$ cat config.mk
export PLATFORM = sky130hd
export DESIGN_NAME = irq_hier_agg
export DESIGN_NICKNAME = d
export VERILOG_FILES = /design/src/rtl/irq_agg_pkg.sv /design/src/rtl/irq_sec_group.sv /design/src/rtl/irq_prim_level.sv /design/src/rtl/irq_reg_decode.sv /design/src/rtl/irq_hier_agg.sv
export SDC_FILE = /design/constraint.sdc
export NUM_CORES = 1
export LEC_CHECK = 0
export BUFFER_PORTS_ARGS = -buffer_cell sky130_fd_sc_hd__buf_4
export CAP_MARGIN = 20
export CELL_PAD_IN_SITES_DETAIL_PLACEMENT = 0
export CELL_PAD_IN_SITES_GLOBAL_PLACEMENT = 1
export CORE_ASPECT_RATIO = 1.5
export CORE_UTILIZATION = 35
export CTS_BUF_LIST = sky130_fd_sc_hd__clkbuf_16
export CTS_CLUSTER_DIAMETER = 30
export DETAILED_ROUTE_END_ITERATION = 16
export HOLD_SLACK_MARGIN = 0.05
export PLACE_DENSITY = 0.72
export SYNTH_ARGS = -nofsm -noshare
export SYNTH_HDL_FRONTEND = slang
export SYNTH_SLANG_ARGS = --single-unit
$ cat constraint.sdc
create_clock -name clk -period 3.97 [get_ports clk]
set_clock_uncertainty 0.1 [all_clocks]
set_input_delay 0 -clock clk [delete_from_list [all_inputs] [get_ports clk]]
set_output_delay 0 -clock clk [all_outputs]
set_load 0.02 [all_outputs]
$ cat src/rtl/irq_agg_pkg.sv
package irq_agg_pkg;

   localparam int unsigned HOST_AW = 8;
   localparam int unsigned HOST_DW = 8;

   localparam logic [HOST_AW-1:0] ADR_PRIM_STS = 8'h00;
   localparam logic [HOST_AW-1:0] ADR_PRIM_EN  = 8'h01;
   localparam logic [HOST_AW-1:0] ADR_GRP_BASE = 8'h10;

   // status of group g sits at an even offset, its enable right after it
   function automatic logic [HOST_AW-1:0] grp_sts_adr(input int unsigned g);
      return ADR_GRP_BASE + HOST_AW'(2 * g);
   endfunction

   function automatic logic [HOST_AW-1:0] grp_en_adr(input int unsigned g);
      return ADR_GRP_BASE + HOST_AW'(2 * g + 1);
   endfunction

endpackage

$ cat src/rtl/irq_sec_group.sv
module irq_sec_group #(
   parameter int unsigned GROUP_W = 8
) (
   input  logic               clk,
   input  logic               rst_n,
   input  logic [GROUP_W-1:0] evt,
   input  logic [GROUP_W-1:0] clr_mask,
   input  logic               en_we,
   input  logic [GROUP_W-1:0] en_wdata,
   output logic [GROUP_W-1:0] sts,
   output logic [GROUP_W-1:0] en,
   output logic               pend
);

   logic [GROUP_W-1:0] sts_q;
   logic [GROUP_W-1:0] en_q;

   // sticky capture; a new event wins over a clear in the same cycle
   for (genvar b = 0; b < GROUP_W; b++) begin : g_bit
      always_ff @(posedge clk or negedge rst_n) begin
         if (!rst_n)         sts_q[b] <= 1'b0;
         else if (evt[b])    sts_q[b] <= 1'b1;
         else if (clr_mask[b]) sts_q[b] <= 1'b0;
      end
   end

   always_ff @(posedge clk or negedge rst_n) begin
      if (!rst_n)     en_q <= '0;
      else if (en_we) en_q <= en_wdata;
   end

   assign sts  = sts_q;
   assign en   = en_q;
   assign pend = |(sts_q & en_q);

endmodule

$ cat src/rtl/irq_prim_level.sv
module irq_prim_level #(
   parameter int unsigned NUM_GROUPS = 4
) (
   input  logic                  clk,
   input  logic                  rst_n,
   input  logic [NUM_GROUPS-1:0] grp_pend,
   input  logic                  en_we,
   input  logic [NUM_GROUPS-1:0] en_wdata,
   output logic [NUM_GROUPS-1:0] prim_sts,
   output logic [NUM_GROUPS-1:0] prim_en,
   output logic                  irq_n
);

   logic [NUM_GROUPS-1:0] en_q;
   logic                  irq_n_q;

   always_ff @(posedge clk or negedge rst_n) begin
      if (!rst_n)     en_q <= '0;
      else if (en_we) en_q <= en_wdata;
   end

   // registered output: no glitch from the OR tree reaches the pin
   always_ff @(posedge clk or negedge rst_n) begin
      if (!rst_n) irq_n_q <= 1'b1;
      else        irq_n_q <= ~|(grp_pend & en_q);
   end

   assign prim_sts = grp_pend;
   assign prim_en  = en_q;
   assign irq_n    = irq_n_q;

endmodule

$ cat src/rtl/irq_reg_decode.sv
module irq_reg_decode
   import irq_agg_pkg::*;
#(
   parameter int unsigned NUM_GROUPS = 4,
   parameter int unsigned GROUP_W    = 8,
   localparam int unsigned FLAT_W    = NUM_GROUPS * GROUP_W
) (
   input  logic                  host_sel,
   input  logic                  host_we,
   input  logic [HOST_AW-1:0]    host_addr,
   input  logic [HOST_DW-1:0]    host_wdata,
   input  logic [FLAT_W-1:0]     sts_flat,
   input  logic [FLAT_W-1:0]     en_flat,
   input  logic [NUM_GROUPS-1:0] prim_sts,
   input  logic [NUM_GROUPS-1:0] prim_en,
   output logic [FLAT_W-1:0]     clr_flat,
   output logic [NUM_GROUPS-1:0] sec_en_we,
   output logic                  prim_en_we,
   output logic [GROUP_W-1:0]    grp_wdata,
   output logic [NUM_GROUPS-1:0] prim_wdata,
   output logic [HOST_DW-1:0]    host_rdata
);

   logic wr;
   logic rd;

   assign wr         = host_sel & host_we;
   assign rd         = host_sel & ~host_we;
   assign grp_wdata  = host_wdata[GROUP_W-1:0];
   assign prim_wdata = host_wdata[NUM_GROUPS-1:0];
   assign prim_en_we = wr && (host_addr == ADR_PRIM_EN);

   always_comb begin
      clr_flat   = '0;
      sec_en_we  = '0;
      host_rdata = '0;
      if (rd && host_addr == ADR_PRIM_STS) host_rdata = HOST_DW'(prim_sts);
      if (rd && host_addr == ADR_PRIM_EN)  host_rdata = HOST_DW'(prim_en);
      for (int unsigned g = 0; g < NUM_GROUPS; g++) begin
         if (host_addr == grp_sts_adr(g)) begin
            if (rd) host_rdata = HOST_DW'(sts_flat[g*GROUP_W +: GROUP_W]);
            if (wr) clr_flat[g*GROUP_W +: GROUP_W] = grp_wdata;
         end
         if (host_addr == grp_en_adr(g)) begin
            if (rd) host_rdata = HOST_DW'(en_flat[g*GROUP_W +: GROUP_W]);
            if (wr) sec_en_we[g] = 1'b1;
         end
      end
   end

endmodule

$ cat src/rtl/irq_hier_agg.sv
module irq_hier_agg
   import irq_agg_pkg::*;
#(
   parameter int unsigned NUM_GROUPS = 4,
   parameter int unsigned GROUP_W    = 8,
   localparam int unsigned FLAT_W    = NUM_GROUPS * GROUP_W
) (
   input  logic               clk,
   input  logic               rst_n,
   input  logic [FLAT_W-1:0]  evt,
   input  logic               host_sel,
   input  logic               host_we,
   input  logic [HOST_AW-1:0] host_addr,
   input  logic [HOST_DW-1:0] host_wdata,
   output logic [HOST_DW-1:0] host_rdata,
   output logic               irq_n
);

   if (NUM_GROUPS < 1 || NUM_GROUPS > HOST_DW) begin : g_bad_groups
      $error("NUM_GROUPS must fit one primary byte");
   end
   if (GROUP_W < 1 || GROUP_W > HOST_DW) begin : g_bad_width
      $error("GROUP_W must fit one data byte");
   end
   if (int'(ADR_GRP_BASE) + 2 * NUM_GROUPS > (1 << HOST_AW)) begin : g_bad_map
      $error("group registers overrun the address space");
   end

   logic [FLAT_W-1:0]     sts_flat;
   logic [FLAT_W-1:0]     en_flat;
   logic [FLAT_W-1:0]     clr_flat;
   logic [NUM_GROUPS-1:0] sec_en_we;
   logic [NUM_GROUPS-1:0] grp_pend;
   logic [NUM_GROUPS-1:0] prim_sts;
   logic [NUM_GROUPS-1:0] prim_en;
   logic                  prim_en_we;
   logic [GROUP_W-1:0]    grp_wdata;
   logic [NUM_GROUPS-1:0] prim_wdata;

   irq_reg_decode #(
      .NUM_GROUPS(NUM_GROUPS),
      .GROUP_W   (GROUP_W)
   ) dec_i (
      .host_sel  (host_sel),
      .host_we   (host_we),
      .host_addr (host_addr),
      .host_wdata(host_wdata),
      .sts_flat  (sts_flat),
      .en_flat   (en_flat),
      .prim_sts  (prim_sts),
      .prim_en   (prim_en),
      .clr_flat  (clr_flat),
      .sec_en_we (sec_en_we),
      .prim_en_we(prim_en_we),
      .grp_wdata (grp_wdata),
      .prim_wdata(prim_wdata),
      .host_rdata(host_rdata)
   );

   for (genvar g = 0; g < NUM_GROUPS; g++) begin : g_grp
      irq_sec_group #(
         .GROUP_W(GROUP_W)
      ) grp_i (
         .clk     (clk),
         .rst_n   (rst_n),
         .evt     (evt[g*GROUP_W +: GROUP_W]),
         .clr_mask(clr_flat[g*GROUP_W +: GROUP_W]),
         .en_we   (sec_en_we[g]),
         .en_wdata(grp_wdata),
         .sts     (sts_flat[g*GROUP_W +: GROUP_W]),
         .en      (en_flat[g*GROUP_W +: GROUP_W]),
         .pend    (grp_pend[g])
      );
   end

   irq_prim_level #(
      .NUM_GROUPS(NUM_GROUPS)
   ) prim_i (
      .clk     (clk),
      .rst_n   (rst_n),
      .grp_pend(grp_pend),
      .en_we   (prim_en_we),
      .en_wdata(prim_wdata),
      .prim_sts(prim_sts),
      .prim_en (prim_en),
      .irq_n   (irq_n)
   );

endmodule

==> results.py, run 1 <==
metrics = {
    "final_layout": {
        "fin_cells": 556,
        "multiInputGateArea_um2": 1830,
        "ff_latch_area_um2": 1730,
        "layout_commonest_cell": "dlygate4sd3_1",
        "syn_to_final_growth_pct": 43.4,
        "diodes": 0,
        "final_cell_mix": "dlygate4sd3_1 (73), dfrtp_1 (68), buf_4 (61)",
        "fillers": 920,
        "nNetsFinal": 486,
        "drive_gt1_share_pct": 30.5,
    },
    "setup_path": {
        "path_class": "primary input to register",
        "required_ns": 4.08,
        "critPathCaptureType": "register",
        "start_kind": "primary input",
        "startpoint": "host_addr[5]",
        "crit_arrival_ns": 2.45,
        "r2r-start": "g_grp[2].grp_i.sts[1]",
        "crit_fanout": 8,
    },
    "run_status": {
        "status": "complete, no violations",
    },
    "routing": {
        "met2_length_um": 5770,
        "wl_met1_um": 4160,
        "ant_nets": 0,
        "wire_per_inst_um": 18.9,
        "drc_errors": 0,
        "first_pass_iters": 4,
        "vias": 3103,
        "post_drt_via_cell_ratio": 5.58,
        "wl_um": 10500,
        "drt_iter0_markers": 177,
        "top_layer": "met4",
        "wl_met3_um": 421,
    },
    "yosys": {
        "yosysSeqAreaShare_pct": 47.6,
        "yosys_warnings": 0,
        "synthArstFlopShare_pct": 100,
        "postSynthAreaPerCell_um2": 12.0,
        "synth-edff-count": 0,
        "syn_area_um2": 3630,
        "ys_types": 34,
        "ys.flop_type": "dfrtp_1",
        "postSynthCellCount": 303,
        "syn-num-nets": 355,
        "yosys_register_bits": 69,
    },
    "global_routing": {
        "grt_overflow": 0,
        "grt_start_max_net_pins": 70,
        "grt_pass1_vias": 3253,
        "grt_pass1_wl_um": 16900,
        "antenna_found_initial": 0,
        "grt_use_total_pct": 21.0,
    },
    "power": {
        "p_leak_nw": 2.00,
        "powerDensity_nw_per_um2": 333,
        "power_w": 0.00174,
        "vdd_ir_drop_max_mv": 0.244,
    },
    "sta": {
        "rsz0062_at_grt": "no",
        "finalSetupViolCount": 0,
        "worstMarginPinSlew_ns": 0.884,
        "fin_setup_tns_ns": 0,
        "fin_crit_sh_pct": 58.9,
        "layout_min_cycle_time_ns": 2.34,
        "max_freq_ghz": 0.428,
        "relSlewSlack_pct": 41.1,
        "hold_viol": 0,
        "slew_violations": 0,
    },
    "floorplan": {
        "die_x_um": 85.2,
        "initial_core_util_pct": 35.9,
        "row_count": 45,
        "pin_count": 61,
        "dieArea_um2": 10800,
        "die_h_um": 127,
        "core-area_um2": 10100,
    },
    "clocking": {
        "numCtsBuffers": 9,
        "clock_latency_ns": 0.33,
        "cts_tree": "done",
        "cts_resized": 0,
        "htreeDepth": 3,
        "clk_pin_slew_ns": 0.05,
        "root_buffer": "clkbuf_16",
        "cts_buffer_depth": 2,
        "cts.sinks": 69,
    },
    "placed_design": {
        "place_inst": 467,
        "place.gp.congestion": 0.819,
        "hpwl_um": 7110,
        "port_buffers": 60,
    },
    "flow_run": {
        "max_cap_violations": 0,
    },
    "hold_path": {
        "hp-class": "primary input to register",
        "hold_path_startpoint": "host_addr[2]",
    },
}
[layer usage]
metal	vias up	GRT usage, %
li1	1427	-
met4	0	7.98
met2	82	38.0
met5	-	0
met1	1582	24.1
met3	12	4.29
[where the power goes]
| group | internal (W) | switching [W] |
|---|---|---|
| Combinational | 0.000100 | 0.0000904 |
| Clock | 0.000540 | 0.000282 |
| Sequential | 0.000715 | 0.00000825 |
[stage by stage]
stage	area (um^2)	setup WS, ns	hold slack, ns	util (%)
after detailed placement	4170	1.80	0.0713	41.2
final	5210	1.63	0.0604	51.4
after global placement	4170	1.81	0.0618	41.2
after floorplan	3630	2.13	-0.396	-
after global routing	5210	1.55	0.0680	51.4
after CTS	5210	1.66	0.0533	51.4
[cells in the mapped netlist, types with 4 or more instances]
master    number  share of area [%]
mux2i_1        4                1.1
nand2_1       11                1.1
clkbuf_1       6               0.62
dfrtp_1       68                 47
nand3_1       19                2.6
a22oi_1       28                5.8
nand4_1        4               0.69
nor4_1         4               0.69
mux4_2        16                9.9
o21ai_0       16                2.2
a21boi_0       4               0.83
nor2_1         8               0.83
a21oi_1        8                1.1
o22ai_1        4               0.69
nand2b_1      18                3.1
buf_2          4               0.55
a21o_1        20                4.1
mux2_2        36                 11
[registers in the layout, indices dropped and copies added, names as in the netlist]
| signal | flops |
|---|---|
| g_grp.grp_i.sts | 32 |
| g_grp.grp_i.en | 32 |
| prim_i.irq_n | 1 |
| prim_i.prim_en | 4 |
[cells by family (layout without fill, tap and decap cells)]
logic type / Yosys count / after routing / synth area share (%)
compound gates: 82 / 82 / 15.2
buf+inv: 16 / 152 / 2.00
flops: 69 / 69 / 47.6
mux: 56 / 56 / 22.2
simple gates: 80 / 80 / 13.1
[cell type report]
| type | count | area share (%) |
|---|---|---|
| clock buffer | 9 | 4.32 |
| sequential | 69 | 33.2 |
| tap | 117 | 2.81 |
| clock inverter | 7 | 1.56 |
| timing repair buffer | 134 | 22.8 |
| multi-input combinational | 218 | 35.2 |
| inverter | 2 | 0.144 |
[final timing paths]
kind,endpoint,slack [ns],depth (start not counted)
max,g_grp[1].grp_i.sts[1],1.63,6
max in group asynchronous,g_grp[3].grp_i.en[1],2.96,2
min reg2reg,g_grp[3].grp_i.en[1],0.43,1
min,prim_i.prim_en[2],0.06,3
min in group asynchronous,g_grp[0].grp_i.sts[5],0.23,2
max reg2reg,prim_i.irq_n,2.50,4
[timing repair]
action                                 CTS  global route
hold buffers                            73             0
setup buffers                            0             0
endpoints found under the hold margin  136             0
[worst max-delay path, cell delays in order]
cell	delay (ns)
buf_4	0.11
or4_1	0.71
nor3b_2	0.69
nand3_1	0.18
a21o_1	0.21
dlygate4sd3_1	0.55
(Power assumes the default switching activity.)
==> inputs of run 2 (changes only) <==
--- a/config.mk
+++ b/config.mk
@@ -15,7 +15,7 @@
 export CTS_CLUSTER_DIAMETER = 30
 export DETAILED_ROUTE_END_ITERATION = 16
 export HOLD_SLACK_MARGIN = 0.05
-export PLACE_DENSITY = 0.72
+export PLACE_DENSITY = 0.74
 export SYNTH_ARGS = -nofsm -noshare
 export SYNTH_HDL_FRONTEND = slang
 export SYNTH_SLANG_ARGS = --single-unit
==> constraint.sdc (replaced) <==
create_clock -name clk -period 2 [get_ports clk]
set_clock_uncertainty 0.1 [all_clocks]
set_input_delay 0 -clock clk [delete_from_list [all_inputs] [get_ports clk]]
set_output_delay 0 -clock clk [all_outputs]
set_load 0.02 [all_outputs]
==> results.py, run 2 (synthesis results as in run 1) <==
metrics = {
    "final_layout": {
        "drive_gt1_share_pct": 34.2,
        "syn_to_final_growth_pct": 45.3,
        "fillers": 915,
        "layout_commonest_cell": "buf_4",
        "nNetsFinal": 494,
        "final_cell_mix": "buf_4 (72), dfrtp_1 (68), dlygate4sd3_1 (68)",
        "diodes": 0,
    },
    "clocking": {
        "clk_pin_slew_ns": 0.06,
        "numCtsBuffers": 9,
        "post_cts_buffers": 0,
        "clock_latency_ns": 0.34,
        "root_buffer": "clkbuf_16",
        "cts.sinks": 69,
        "cts_tree": "done",
        "htreeDepth": 3,
        "cts_buffer_depth": 2,
    },
    "global_routing": {
        "grt_start_max_net_pins": 70,
        "grt_pass1_vias": 3240,
        "antenna_found_initial": 0,
        "grt_pass1_wl_um": 17000,
        "grt_use_total_pct": 21.4,
        "grt_overflow": 0,
    },
    "placed_design": {
        "place.gp.congestion": 0.848,
        "port_buffers": 60,
        "pre_cts_slack_ns": 0.00734,
        "hpwl_um": 7500,
    },
    "setup_path": {
        "crit_chain": "mux4_2 > a22oi_1 > o22ai_1 > buf_4",
        "crit_slowest_cell": "mux4_2",
        "path_class": "register to output port",
        "crit_arrival_ns": 1.79,
        "start_kind": "register",
        "cp_top_family": "multiplexers",
        "crit_buf_inv": 1,
        "critPathCaptureType": "output port",
        "crit_path_max_incr_delay_ns": 0.48,
        "required_ns": 1.90,
        "crit_fanout": 4,
    },
    "sta": {
        "fin_crit_sh_pct": 94.6,
        "rsz0062_at_grt": "no",
        "postLayoutSetupSlackWorst_ns": 0.108,
        "fin_setup_tns_ns": 0,
        "layout_min_cycle_time_ns": 1.89,
        "slew_violations": 0,
        "worstMarginPinSlew_ns": 0.874,
        "hold_viol": 0,
        "max_freq_ghz": 0.529,
        "finalSetupViolCount": 0,
        "relSlewSlack_pct": 41.7,
    },
    "hold_path": {
        "hp-class": "primary input to register",
    },
    "floorplan": {
        "pin_count": 61,
        "die_x_um": 85.2,
        "core-area_um2": 10100,
        "initial_core_util_pct": 35.9,
        "row_count": 45,
        "dieArea_um2": 10800,
        "die_h_um": 127,
    },
    "routing": {
        "vias": 3087,
        "wl_um": 10600,
        "drc_errors": 0,
        "ant_nets": 0,
        "first_pass_iters": 4,
        "drt_iter0_markers": 209,
        "post_drt_via_cell_ratio": 5.47,
        "wire_per_inst_um": 18.8,
    },
    "power": {
        "p_leak_nw": 2.05,
        "vdd_ir_drop_max_mv": 0.400,
        "powerDensity_nw_per_um2": 640,
    },
    "run_status": {
        "status": "complete, no violations",
    },
    "flow_run": {
        "max_cap_violations": 0,
    },
}
## run 2: changes by cell type in the layout (fill, tap and decap cells not counted), sizes merged
cell | before | now
inv | 3 | 2
clkinvlp | 0 | 3
dlygate4sd3 | 73 | 68
bufinv | 2 | 1
clkinv | 4 | 3
buf | 61 | 74
## run 2: where the power goes
part           total (W)  leakage [nW]  internal [W]  switching, W
Sequential       0.00143         0.790       0.00142     0.0000162
Clock            0.00155         0.135      0.000955      0.000599
Combinational   0.000390          1.13      0.000206      0.000184
## run 2: what timing repair did
item	in CTS	in global routing
hold buffers	68	0
endpoints found under the setup margin	0	29
gates resized for setup	0	7
endpoints found under the hold margin	136	0
## run 2: path summary, 6_finish.rpt
check / start / endpoint / slack, ns / cells after the start
worst max-delay path: g_grp[3].grp_i.sts[2] / host_rdata[2] / 0.11 / 4
worst min-delay path: host_addr[2] / prim_i.prim_en[2] / 0.16 / 4
worst max register to register: g_grp[2].grp_i.sts[0] / prim_i.irq_n / 0.50 / 4
worst min register to register: g_grp[1].grp_i.en[4] / g_grp[1].grp_i.en[4] / 0.43 / 1
max in group asynchronous: rst_n / g_grp[3].grp_i.sts[1] / 1.00 / 2
min in group asynchronous: rst_n / g_grp[1].grp_i.sts[5] / 0.23 / 2
## run 2: metrics by stage
step                      power, W  instances  util (%)  hold slack (ns)  cell area [um^2]
after CTS                  0.00341        565      51.9            0.148              5260
after global routing       0.00351        564      52.1            0.169              5280
after floorplan            0.00161        303         -           -0.396              3630
after detailed placement   0.00178        481      42.3           0.0706              4290
final                      0.00338        564      52.1            0.164              5280
after global placement     0.00178        481      42.3           0.0613              4290
## run 2: worst register-to-register path, stage by stage, from the launching register on
cell,delay (ns)
dfrtp_1,0.41
a22oi_1,0.26
nand4_1,0.26
a22o_1,0.30
nor2_1,0.10
## run 2: final cells by class
| cell class | instances | area (um^2) | area share (%) |
|---|---|---|---|
| Timing Repair Buffer | 142 | 1250 | 23.7 |
| Tap cell | 117 | 146 | 2.77 |
| Multi-Input combinational cell | 218 | 1850 | 35.1 |
| Clock buffer | 9 | 225 | 4.27 |
| Inverter | 2 | 7.51 | 0.142 |
| Clock inverter | 7 | 66.3 | 1.26 |
| Sequential cell | 69 | 1730 | 32.7 |
## run 2: layer usage
layer	track usage (%)	routed length, um
met1	25.1	4160
met5	0	0
met3	5.27	576
met2	36.4	5520
met4	9.97	339
==> inputs of run 3 (changes only) <==
--- a/config.mk
+++ b/config.mk
@@ -10,12 +10,13 @@
 export CELL_PAD_IN_SITES_DETAIL_PLACEMENT = 0
 export CELL_PAD_IN_SITES_GLOBAL_PLACEMENT = 1
 export CORE_ASPECT_RATIO = 1.5
-export CORE_UTILIZATION = 35
-export CTS_BUF_LIST = sky130_fd_sc_hd__clkbuf_16
+export CORE_UTILIZATION = 33
+export CTS_BUF_LIST = sky130_fd_sc_hd__clkbuf_8
 export CTS_CLUSTER_DIAMETER = 30
 export DETAILED_ROUTE_END_ITERATION = 16
 export HOLD_SLACK_MARGIN = 0.05
-export PLACE_DENSITY = 0.74
+export PLACE_DENSITY = 0.71
 export SYNTH_ARGS = -nofsm -noshare
 export SYNTH_HDL_FRONTEND = slang
+export SYNTH_HIERARCHICAL = 1
 export SYNTH_SLANG_ARGS = --single-unit
==> results.py, run 3 <==
metrics = {
    "clocking": {
        "numCtsBuffers": 9,
        "cts.sinks": 69,
        "htreeDepth": 3,
        "cts_tree": "done",
        "clock_latency_ns": 0.37,
        "clk_pin_slew_ns": 0.08,
        "root_buffer": "clkbuf_8",
        "cts_buffer_depth": 2,
    },
    "power": {
        "powerDensity_nw_per_um2": 576,
        "p_sw_w": 0.000777,
        "p_int_w": 0.00252,
        "vdd_ir_drop_max_mv": 0.305,
        "clkPwrFrac_pct": 43.3,
        "p_leak_nw": 2.25,
        "power_frac_comb_pct": 13.1,
        "p_seq_share_pct": 43.6,
        "p_sw_share_pct": 23.6,
    },
    "setup_path": {
        "start_kind": "register",
        "crit_arrival_ns": 2.01,
        "r2r-end": "prim_i/irq_n",
        "crit_fanout": 2,
        "r2r-start": "g_grp[0].grp_i/sts[4]",
        "path_class": "register to output port",
        "rr_worst_depth": 5,
        "r2r_slack_ns": 0.42,
        "critPathCaptureType": "output port",
        "required_ns": 1.90,
    },
    "global_routing": {
        "grt_pass1_wl_um": 18800,
        "grt_start_max_net_pins": 39,
        "grt_use_total_pct": 20.0,
        "grt_overflow": 0,
        "antenna_found_initial": 0,
        "grt_pass1_vias": 3499,
    },
    "routing": {
        "vias": 3362,
        "drt_iter0_markers": 231,
        "first_pass_iters": 4,
        "wire_per_inst_um": 17.5,
        "ant_nets": 0,
        "drc_errors": 0,
        "wl_um": 11800,
        "post_drt_via_cell_ratio": 4.97,
    },
    "yosys": {
        "yosysSeqAreaShare_pct": 42.8,
        "synthArstFlopShare_pct": 100,
        "yosys.area.top_type": "dfrtp_1",
        "ys_types": 37,
        "postSynthCellCount": 383,
        "syn_area_um2": 4040,
        "synth-edff-count": 0,
        "yosys_warnings": 6,
        "synth_top_cells_by_count": "dfrtp_1 (68), nor2_1 (41), inv_1 (33)",
        "synthTopCellsByArea": "dfrtp_1 (42%), mux2_4 (12%), a21o_1 (5.9%)",
        "synth_top_area_share_pct": 42.1,
        "postSynthAreaPerCell_um2": 10.5,
        "yosysMostFrequentCell": "dfrtp_1",
        "yosys_register_bits": 69,
        "ys.flop_type": "dfrtp_1",
        "syn-num-nets": 435,
    },
    "floorplan": {
        "core-area_um2": 12000,
        "die_x_um": 92.3,
        "dieArea_um2": 12700,
        "initial_core_util_pct": 33.8,
        "pin_count": 61,
        "die_h_um": 138,
        "row_count": 49,
    },
    "sta": {
        "hold_viol": 0,
        "finalSetupViolCount": 1,
        "worstMarginPinSlew_ns": 0.538,
        "max_freq_ghz": 0.474,
        "layout_min_cycle_time_ns": 2.11,
        "relSlewSlack_pct": 64.2,
        "postLayoutSetupSlackWorst_ns": -0.111,
        "fin_crit_sh_pct": 106,
        "slew_violations": 0,
        "whs_ns": 0.0607,
        "rsz0062_at_grt": "yes",
    },
    "placed_design": {
        "port_buffers": 60,
        "place_area_um2": 4580,
        "place_inst": 578,
        "place.gp.congestion": 0.820,
        "hpwl_um": 8010,
    },
    "run_status": {
        "violations": "setup timing",
        "status": "finished with violations",
    },
    "final_layout": {
        "final_cell_mix": "buf_4 (83), dlygate4sd3_1 (73), dfrtp_1 (67)",
        "fin_area_um2": 5720,
        "syn_to_final_growth_pct": 41.6,
        "fillers": 1110,
        "layout_commonest_cell": "buf_4",
        "ff_latch_area_um2": 1730,
        "multiInputGateArea_um2": 2040,
        "nNetsFinal": 570,
        "drive_gt1_share_pct": 32.9,
        "fin_cells": 676,
        "diodes": 0,
    },
    "hold_path": {
        "hp-class": "primary input to asynchronous set/reset pin",
    },
    "flow_run": {
        "max_cap_violations": 0,
    },
}
run 3: cell count changes after synthesis, moves of 13 or more:
cell / previous run / this run
nand3_1: 19 / 2
mux2i_1: 4 / 17
mux2_4: 0 / 32
mux2_2: 36 / 11
nor2_1: 8 / 41
inv_1: 2 / 33
nand2b_1: 18 / 4
buf_4: 0 / 17
run 3: logic make-up after synthesis:
logic type / count (synthesis) / synth area share [%]
mux: 64 / 21.4
simple gates: 98 / 11.7
buf+inv: 67 / 8.98
flops: 69 / 42.8
compound gates: 85 / 15.1
run 3: through the flow:
stage	setup WS [ns]	TNS (ns)	total power, W	utilization [%]
finish	-0.111	-0.111	0.00329	47.8
global route	-0.176	-0.235	0.00340	47.8
CTS	-0.0973	-0.0973	0.00330	47.2
detailed placement	0.160	0	0.00180	38.3
global placement	0.134	0	0.00180	38.3
floorplan	0.440	0	0.00166	-
run 3: worst max-delay path by stage:
stage | startpoint | endpoint | slack (ns) | depth (start not counted)
after floorplan | g_grp[3].grp_i/sts[2] | host_rdata[3] | 0.44 | 7
after global placement | g_grp[3].grp_i/en[2] | host_rdata[3] | 0.13 | 7
after detailed placement | g_grp[3].grp_i/sts[2] | host_rdata[3] | 0.16 | 7
after CTS | g_grp[3].grp_i/en[2] | host_rdata[3] | -0.1 | 7
after global routing | g_grp[3].grp_i/en[2] | host_rdata[3] | -0.18 | 7
final | g_grp[3].grp_i/en[2] | host_rdata[3] | -0.11 | 7
run 3: power by group through the flow:
stage / combinational (W) / sequential (W) / clock [W]
after global placement: 0.000339 / 0.00146 / 0
after CTS: 0.000418 / 0.00143 / 0.00145
final: 0.000432 / 0.00144 / 0.00143
after detailed placement: 0.000342 / 0.00146 / 0
after floorplan: 0.000204 / 0.00146 / 0
after global routing: 0.000470 / 0.00144 / 0.00149
run 3: area by class of cell:
cell class,instances,share of cell area [%]
Clock buffer,10,2.41
Clock inverter,6,1.93
Inverter,33,2.17
Multi-Input combinational cell,247,35.7
Sequential cell,69,30.2
Tap cell,153,3.35
Timing Repair Buffer,158,24.2
run 3: timing repair:
item	in CTS	in global routing
hold buffers	73	0
gates resized for setup	10	11
setup endpoints to repair	4	12
hold endpoints to repair	137	0
pin swaps	4	5
setup buffers	5	4
cloned	0	0
run 3: metal layers:
layer / GRT usage, % / vias to the layer above / wire length [um]
met2: 36.0 / 78 / 6390
met3: 3.20 / 18 / 379
li1: - / 1599 / -
met1: 23.4 / 1667 / 4750
met5: 0 / - / 0
met4: 8.07 / 0 / 280
run 3: worst max-delay path, stage by stage, from the launching register on:
cell and delay (ns):
dfrtp_1 0.40, a22oi_2 0.23, nand4_1 0.19, mux2_4 0.31
nand4_1 0.10, o221a_1 0.20, a21oi_2 0.07, buf_6 0.14
